[src/rtl/msgvec_pkg.sv]
package msgvec_pkg;
   localparam int MAX_VEC     = 2048;
   localparam int REQ_IDX_W   = 11;
   localparam int ENTRY_BYTES = 16;

   typedef enum logic [1:0] {
      W_ADDR_LO = 2'd0,
      W_ADDR_HI = 2'd1,
      W_DATA    = 2'd2,
      W_CTRL    = 2'd3
   } word_sel_e;

   typedef struct packed {
      logic [63:0] addr;
      logic [31:0] data;
      logic        mask;
   } vec_entry_t;
endpackage

[src/rtl/msgvec_table.sv]
module msgvec_table
   import msgvec_pkg::*;
#(
   parameter int NUM_VEC = 8,
   parameter int TBL_AW  = $clog2(NUM_VEC * ENTRY_BYTES),
   parameter int VIDX_W  = (NUM_VEC > 1) ? $clog2(NUM_VEC) : 1
) (
   input  logic              clk,
   input  logic              rst_n,
   input  logic              wr,
   input  logic [TBL_AW-1:0] addr,
   input  logic [31:0]       wdata,
   output logic [31:0]       rdata,
   output vec_entry_t        ent [NUM_VEC],
   output logic              unmask_evt
);
   logic [11:0]       a_vec;
   logic [VIDX_W-1:0] a_idx;
   logic              a_ok;
   word_sel_e         a_sel;

   assign a_vec = 12'(addr >> 4);
   assign a_idx = a_vec[VIDX_W-1:0];
   assign a_ok  = (addr[1:0] == 2'b00) && (32'(a_vec) < NUM_VEC);
   assign a_sel = word_sel_e'(addr[3:2]);

   // one storage slot per vector
   for (genvar v = 0; v < NUM_VEC; v++) begin : g_ent
      vec_entry_t e_q;
      always_ff @(posedge clk) begin
         if (!rst_n) begin
            e_q.addr <= '0;
            e_q.data <= '0;
            e_q.mask <= 1'b1;
         end else if (wr && a_ok && (a_vec == 12'(v))) begin
            case (a_sel)
               W_ADDR_LO: e_q.addr[31:0]  <= wdata;
               W_ADDR_HI: e_q.addr[63:32] <= wdata;
               W_DATA:    e_q.data        <= wdata;
               default:   e_q.mask        <= wdata[0];
            endcase
         end
      end
      assign ent[v] = e_q;
   end

   // a control write that lifts a set mask bit
   assign unmask_evt = wr && a_ok && (a_sel == W_CTRL) && !wdata[0] && ent[a_idx].mask;

   always_comb begin
      rdata = '0;
      if (a_ok) begin
         case (a_sel)
            W_ADDR_LO: rdata = ent[a_idx].addr[31:0];
            W_ADDR_HI: rdata = ent[a_idx].addr[63:32];
            W_DATA:    rdata = ent[a_idx].data;
            default:   rdata = {31'b0, ent[a_idx].mask};
         endcase
      end
   end
endmodule

[src/rtl/msgvec_pend.sv]
module msgvec_pend #(
   parameter int NUM_VEC   = 8,
   parameter int PBA_WORDS = 2,
   parameter int PBA_AW    = 3
) (
   input  logic               clk,
   input  logic               rst_n,
   input  logic [NUM_VEC-1:0] set,
   input  logic [NUM_VEC-1:0] clr,
   input  logic [NUM_VEC-1:0] used,
   output logic [NUM_VEC-1:0] pend,
   input  logic [PBA_AW-1:0]  pba_addr,
   output logic [31:0]        pba_rdata
);
   localparam int PBA_BITS = PBA_WORDS * 32;
   localparam int WIDX_W   = (PBA_AW > 2) ? PBA_AW - 2 : 1;

   logic [NUM_VEC-1:0]  pend_q;
   logic [PBA_BITS-1:0] padded;
   logic [31:0]         words [PBA_WORDS];
   logic [WIDX_W-1:0]   widx;

   always_ff @(posedge clk) begin
      if (!rst_n) pend_q <= '0;
      else        pend_q <= ((pend_q & ~clr) | set) & used;
   end
   assign pend = pend_q;

   assign padded = PBA_BITS'(pend_q);
   for (genvar w = 0; w < PBA_WORDS; w++) begin : g_word
      assign words[w] = padded[w*32 +: 32];
   end

   assign widx = WIDX_W'(pba_addr >> 2);

   always_comb begin
      pba_rdata = '0;
      if ((pba_addr[1:0] == 2'b00) && (32'(widx) < PBA_WORDS))
         pba_rdata = words[widx];
   end
endmodule

[src/rtl/msgvec_scan.sv]
module msgvec_scan #(
   parameter int NUM_VEC = 8,
   parameter int VIDX_W  = (NUM_VEC > 1) ? $clog2(NUM_VEC) : 1
) (
   input  logic               clk,
   input  logic               rst_n,
   input  logic               trigger,
   input  logic [NUM_VEC-1:0] cand,
   input  logic               slot_avail,
   output logic               emit,
   output logic [VIDX_W-1:0]  ptr,
   output logic               busy
);
   localparam int LEFT_W = $clog2(NUM_VEC + 1);

   logic [LEFT_W-1:0] left_q;
   logic [VIDX_W-1:0] ptr_q;
   logic              hit, adv;

   assign busy = (left_q != '0);
   assign ptr  = ptr_q;
   assign hit  = busy && cand[ptr_q];
   assign emit = hit && slot_avail;
   assign adv  = busy && (!hit || emit);

   always_ff @(posedge clk) begin
      if (!rst_n) begin
         left_q <= '0;
         ptr_q  <= '0;
      end else begin
         if (trigger)  left_q <= LEFT_W'(NUM_VEC);
         else if (adv) left_q <= left_q - 1'b1;
         if (adv) ptr_q <= (ptr_q == VIDX_W'(NUM_VEC - 1)) ? '0 : ptr_q + 1'b1;
      end
   end
endmodule

[src/rtl/msgvec_ctrl.sv]
module msgvec_ctrl
   import msgvec_pkg::*;
#(
   parameter  int NUM_VEC   = 8,
   localparam int TBL_AW    = $clog2(NUM_VEC * ENTRY_BYTES),
   localparam int PBA_WORDS = 2 * ((NUM_VEC + 63) / 64),
   localparam int PBA_AW    = $clog2(PBA_WORDS * 4),
   localparam int VIDX_W    = (NUM_VEC > 1) ? $clog2(NUM_VEC) : 1
) (
   input  logic                 clk,
   input  logic                 rst_n,
   input  logic                 tbl_wr,
   input  logic [TBL_AW-1:0]    tbl_addr,
   input  logic [31:0]          tbl_wdata,
   output logic [31:0]          tbl_rdata,
   input  logic [PBA_AW-1:0]    pba_addr,
   output logic [31:0]          pba_rdata,
   input  logic                 fn_enable,
   input  logic                 fn_mask_all,
   output logic [10:0]          cap_tbl_size,
   input  logic                 req_valid,
   input  logic [REQ_IDX_W-1:0] req_vec,
   input  logic [NUM_VEC-1:0]   vec_used,
   output logic                 msg_valid,
   input  logic                 msg_ready,
   output logic [63:0]          msg_addr,
   output logic [31:0]          msg_data,
   output logic                 scan_busy
);
   if (NUM_VEC < 1 || NUM_VEC > MAX_VEC) begin : g_bad_size
      $fatal(1, "msgvec_ctrl: NUM_VEC out of range");
   end

   vec_entry_t         ent [NUM_VEC];
   logic [NUM_VEC-1:0] eff_mask, pend, cand, pset, pclr;
   logic [NUM_VEC-1:0] r_onehot, s_onehot;
   logic [VIDX_W-1:0]  r_idx, scan_ptr;
   logic               fmask, fmask_q, fn_unmask, tbl_unmask;
   logic               req_ok, r_masked, slot_free, direct_take, stall_cap;
   logic               scan_emit, scan_trig;

   msgvec_table #(.NUM_VEC(NUM_VEC), .TBL_AW(TBL_AW), .VIDX_W(VIDX_W)) u_table (
      .clk(clk), .rst_n(rst_n), .wr(tbl_wr), .addr(tbl_addr), .wdata(tbl_wdata),
      .rdata(tbl_rdata), .ent(ent), .unmask_evt(tbl_unmask)
   );

   assign fmask = !fn_enable || fn_mask_all;
   for (genvar v = 0; v < NUM_VEC; v++) begin : g_emask
      assign eff_mask[v] = fmask | ent[v].mask;
   end

   assign r_idx       = req_vec[VIDX_W-1:0];
   assign req_ok      = req_valid && (32'(req_vec) < NUM_VEC) && vec_used[r_idx];
   assign r_masked    = eff_mask[r_idx];
   assign slot_free   = !msg_valid || msg_ready;
   assign direct_take = req_ok && !r_masked && slot_free;
   assign stall_cap   = req_ok && !r_masked && !slot_free;
   assign fn_unmask   = fmask_q && !fmask;
   assign scan_trig   = tbl_unmask || fn_unmask || stall_cap;

   assign r_onehot = NUM_VEC'(1) << r_idx;
   assign s_onehot = NUM_VEC'(1) << scan_ptr;
   assign pset     = (req_ok && !direct_take) ? r_onehot : '0;
   assign pclr     = (direct_take ? r_onehot : '0) | (scan_emit ? s_onehot : '0);
   assign cand     = pend & ~eff_mask & vec_used;

   msgvec_pend #(.NUM_VEC(NUM_VEC), .PBA_WORDS(PBA_WORDS), .PBA_AW(PBA_AW)) u_pend (
      .clk(clk), .rst_n(rst_n), .set(pset), .clr(pclr), .used(vec_used),
      .pend(pend), .pba_addr(pba_addr), .pba_rdata(pba_rdata)
   );

   msgvec_scan #(.NUM_VEC(NUM_VEC), .VIDX_W(VIDX_W)) u_scan (
      .clk(clk), .rst_n(rst_n), .trigger(scan_trig), .cand(cand),
      .slot_avail(slot_free && !direct_take), .emit(scan_emit),
      .ptr(scan_ptr), .busy(scan_busy)
   );

   always_ff @(posedge clk) begin
      if (!rst_n) begin
         fmask_q   <= 1'b1;
         msg_valid <= 1'b0;
         msg_addr  <= '0;
         msg_data  <= '0;
      end else begin
         fmask_q <= fmask;
         if (direct_take) begin
            msg_valid <= 1'b1;
            msg_addr  <= ent[r_idx].addr;
            msg_data  <= ent[r_idx].data;
         end else if (scan_emit) begin
            msg_valid <= 1'b1;
            msg_addr  <= ent[scan_ptr].addr;
            msg_data  <= ent[scan_ptr].data;
         end else if (msg_ready) begin
            msg_valid <= 1'b0;
         end
      end
   end

   assign cap_tbl_size = 11'(NUM_VEC - 1);
endmodule

[config.mk]
export PLATFORM = sky130hd
export DESIGN_NAME = msgvec_ctrl
export DESIGN_NICKNAME = d
export VERILOG_FILES = /design/src/rtl/msgvec_pkg.sv /design/src/rtl/msgvec_table.sv /design/src/rtl/msgvec_pend.sv /design/src/rtl/msgvec_scan.sv /design/src/rtl/msgvec_ctrl.sv
export SDC_FILE = /design/constraint.sdc
export NUM_CORES = 2
export LEC_CHECK = 0
export BUFFER_PORTS_ARGS = -buffer_cell sky130_fd_sc_hd__buf_2
export CORE_MARGIN = 5
export CORE_UTILIZATION = 40
export CTS_CLUSTER_DIAMETER = 60
export CTS_CLUSTER_SIZE = 16
export DETAILED_ROUTE_END_ITERATION = 7
export GPL_TIMING_DRIVEN = 0
export PLACE_DENSITY_LB_ADDON = 0.12
export SKIP_LAST_GASP = 1
export SYNTH_ARGS = -nofsm -noshare
export SYNTH_HDL_FRONTEND = slang
export SYNTH_SLANG_ARGS = --single-unit
[constraint.sdc]
create_clock -name clk -period 4.5 [get_ports clk]
set_clock_uncertainty 0.2 [all_clocks]
set_input_delay 0.9 -clock clk [delete_from_list [all_inputs] [get_ports clk]]
set_output_delay 0.9 -clock clk [all_outputs]
set_load 0.02 [all_outputs]
==> impl_metrics.json <==
{
  "vias": 49360,
  "cp_num_buf_inv": 4,
  "dr.pass1.iters": 8,
  "fin_ws_ns": -0.1398,
  "synth_cell_types": 66,
  "cts_tree": "done",
  "failed_checks": "max-capacitance violations, max-slew violations, negative setup slack",
  "core_um2": 129200,
  "syn-cell-area_um2": 51790,
  "vdd.ir_drop.worst_mv": 0.3328,
  "post_drt_wl_per_cell_um": 37.72,
  "nets": 5776,
  "outcome": "finished with violations",
  "worstPathArrival_ns": 5.05,
  "hold_class": "in -> reg",
  "post_dp_cell_area_um2": 55160,
  "initial_core_util_pct": 40.10,
  "relSlewSlack_pct": -9.218,
  "fp.dieH_um": 369.8,
  "power_density_nw_per_um2": 378.4,
  "path_clk_slew_ns": 0.07,
  "row_count": 132,
  "grt_overflow_total": 0,
  "final-hold-violation-count": 0,
  "rsz0062_at_grt": "true",
  "numCtsBuffers": 108,
  "io_pins": 241,
  "finalCriticalPeriod_ns": 4.640,
  "ys_warn_count": 0,
  "synth_edf_count": 0,
  "dieArea_um2": 136800,
  "cts_max_level": 3,
  "reg2reg_depth": 9,
  "syn_inst": 5351,
  "crit_family": "buffers and inverters",
  "cts_buffer_depth": 3,
  "start_kind": "flip-flop",
  "max_slew.worst_pin.slew_ns": 1.638,
  "ant_nets": 0,
  "grt_pass1_vias": 44960,
  "final_util_pct": 46.13,
  "max_freq_ghz": 0.2155,
  "slowest_delay_ns": 0.93,
  "leakagePower_nw": 19.69,
  "synth_ff_type": "dfxtp_1",
  "hpwl_mm": 209.1,
  "path_class": "reg -> reg",
  "setup_violations": 36,
  "gp_congestion": 1.034,
  "track_usage_pct": 40.66,
  "chipWidth_um": 369.8,
  "ys_seq_elements": 889,
  "yosysSeqAreaShare_pct": 34.36,
  "crit_path_end_kind": "flip-flop",
  "path_cells": "buf_2, buf_1, clkbuf_1, clkbuf_2, mux4_2, nand2_1, nand2_1, nand4_1, o221ai_1",
  "worst_path_max_delay_cell": "buf_1",
  "synthToLayoutAreaGrowth_pct": 15.05,
  "avgSynthCellArea_um2": 9.679,
  "layout-drive-gt1-share_pct": 21.23,
  "path_depth": 9,
  "postLayoutCellArea_um2": 59580,
  "clkSinkCount": 889,
  "route.detailed.drc": 0,
  "maxCapViolCount": 16,
  "worst-path-max-fanout": 10,
  "numPortBuffers": 199,
  "viasPerCell": 6.523,
  "grt_pass1_wl_mm": 381.6,
  "antenna_found_initial": 35,
  "async_flop_share_pct": 0,
  "fin_crit_sh_pct": 103.1,
  "grt_max_degree": 20,
  "wl_mm": 285.5,
  "finalMaxSlewViolations": 130,
  "min_path_cells": 3,
  "cpMostUsedCell": "nand2_1",
  "required_ns": 4.91,
  "clock_latency_ns": 0.78,
  "first_iter_violations": 7910,
  "cts_root_buf": "clkbuf_16"
}
[worst paths after layout]
check                        end  slack (ns)     startpoint
setup / recovery    msg_addr[21]       -0.14  u_scan.ptr[1]
hold / removal    u_pend.pend[4]        0.22    vec_used[4]
setup reg to reg    msg_addr[21]       -0.14  u_scan.ptr[1]
hold reg to reg     msg_addr[17]        0.25   msg_addr[17]
[layout make-up]
class	count	area, um^2
clock inverter	80	1022
timing repair buffer	208	1139
inverter	24	90.09
tap	1742	2180
antenna	32	80.08
clock buffer	123	2860
sequential	889	17800
multi-input combinational	3891	31700
fill	12740	69570
buffer	578	2718
[registers in the layout, indices dropped and copies added (netlist names)]
signal         cells
fmask_q            1
msg_addr          64
msg_data          32
msg_valid          1
u_pend.pend        8
u_scan.left_q      4
u_scan.ptr         3
u_table.ent      776
[tightest hold or removal path, delay by kind of cell]
kind	cells	cell delay, ns
buffers and inverters	1	0.12
AND/OR/NAND/NOR	1	0.06
AO/OA/AOI/OAI	1	0.05
[placed cells by master, fill, tap and decap left out, drive strengths merged, types with 6 or more instances in the layout]
cell type and count:
and2 12, nor3 8, ha 8, nand2 1704, mux2i 127, bufinv 14, mux2 23, mux4 606
clkinvlp 16, a222oi 10, clkinv 24, inv 50, nand4 6, o221ai 6, a211oi 72, nor2 103
and3 6, a21boi 840, a221oi 16, a21oi 40, dfxtp 889, conb 35, diode 32, buf 339
clkbuf 567, nor2b 87, a211o 69, nand3 30, o21ai 22
[power breakdown]
part / internal (mW) / switching, mW / leakage, nW
Combinational: 1.25 / 3.50 / 10.7
Clock: 5.50 / 4.31 / 1.86
Sequential: 7.93 / 0.0650 / 7.16
[Yosys cell counts, types with 6 or more instances]
library cell	number	area, um^2
dfxtp_1	889	17800
mux4_2	606	13650
o221ai_1	6	52.55
nand4_1	6	37.54
a222oi_1	10	100.1
nor3_1	8	40.04
nor2b_1	87	544.3
buf_1	40	150.1
nand2_1	1704	6396
a211o_1	69	604.3
inv_1	24	90.09
ha_1	8	100.1
a21boi_1	10	75.07
a21boi_0	830	6231
a221oi_1	16	140.1
buf_2	58	290.3
clkbuf_1	443	1663
a211oi_1	71	533.0
o21ai_0	20	100.1
buf_4	38	285.3
mux2_2	23	259.0
and3_1	6	37.54
mux2i_1	127	1271
nand3_1	30	150.1
a21oi_1	40	200.2
and2_1	10	62.56
nor2_1	103	386.6
[metal layers]
metal	routed length, um	global-route usage, %	vias to the layer above
met5	119	0.4986	-
met4	23600	27.81	8
met3	41030	15.42	931
met2	115700	56.87	3895
met1	105000	51.81	24700
li1	-	-	19830
[logic make-up (layout without fill, tap and decap cells)]
logic type	count (synthesis)	count (layout)	synth area share, %
simple gates	1985	1985	15.24
compound gates	1104	1104	16.04
flops	889	889	34.36
mux	756	756	29.31
buf+inv	604	1013	4.795
fa+ha+maj	8	8	0.1933
xor+xnor	3	3	0.05074
other cells	2	67	0.01450
[metrics by stage]
| stage | power [mW] | worst slack (ns) | TNS [ns] | hold WS (ns) | instances |
|---|---|---|---|---|---|
| after floorplan | 10.40 | 0.2476 | 0 | 0.2600 | 5384 |
| after global placement | 12.54 | -2.070 | -478.63 | 0.2417 | 7325 |
| after detailed placement | 12.57 | -2.052 | -488.88 | 0.2422 | 7328 |
| after CTS | 22.19 | -0.02605 | -0.04456 | 0.1987 | 7532 |
| after global routing | 22.78 | -0.01871 | -0.03923 | 0.2448 | 7540 |
| final | 22.55 | -0.1398 | -1.983 | 0.2208 | 7567 |
[what timing repair did]
action	4_1_cts	5_1_grt
setup buffers	3	3
pin swaps	0	1
endpoints found under the setup margin	271	56
resized for setup	153	17
endpoints found under the hold margin	0	0
hold buffers	0	0
Note: power is estimated with default switching activity, not from simulation.
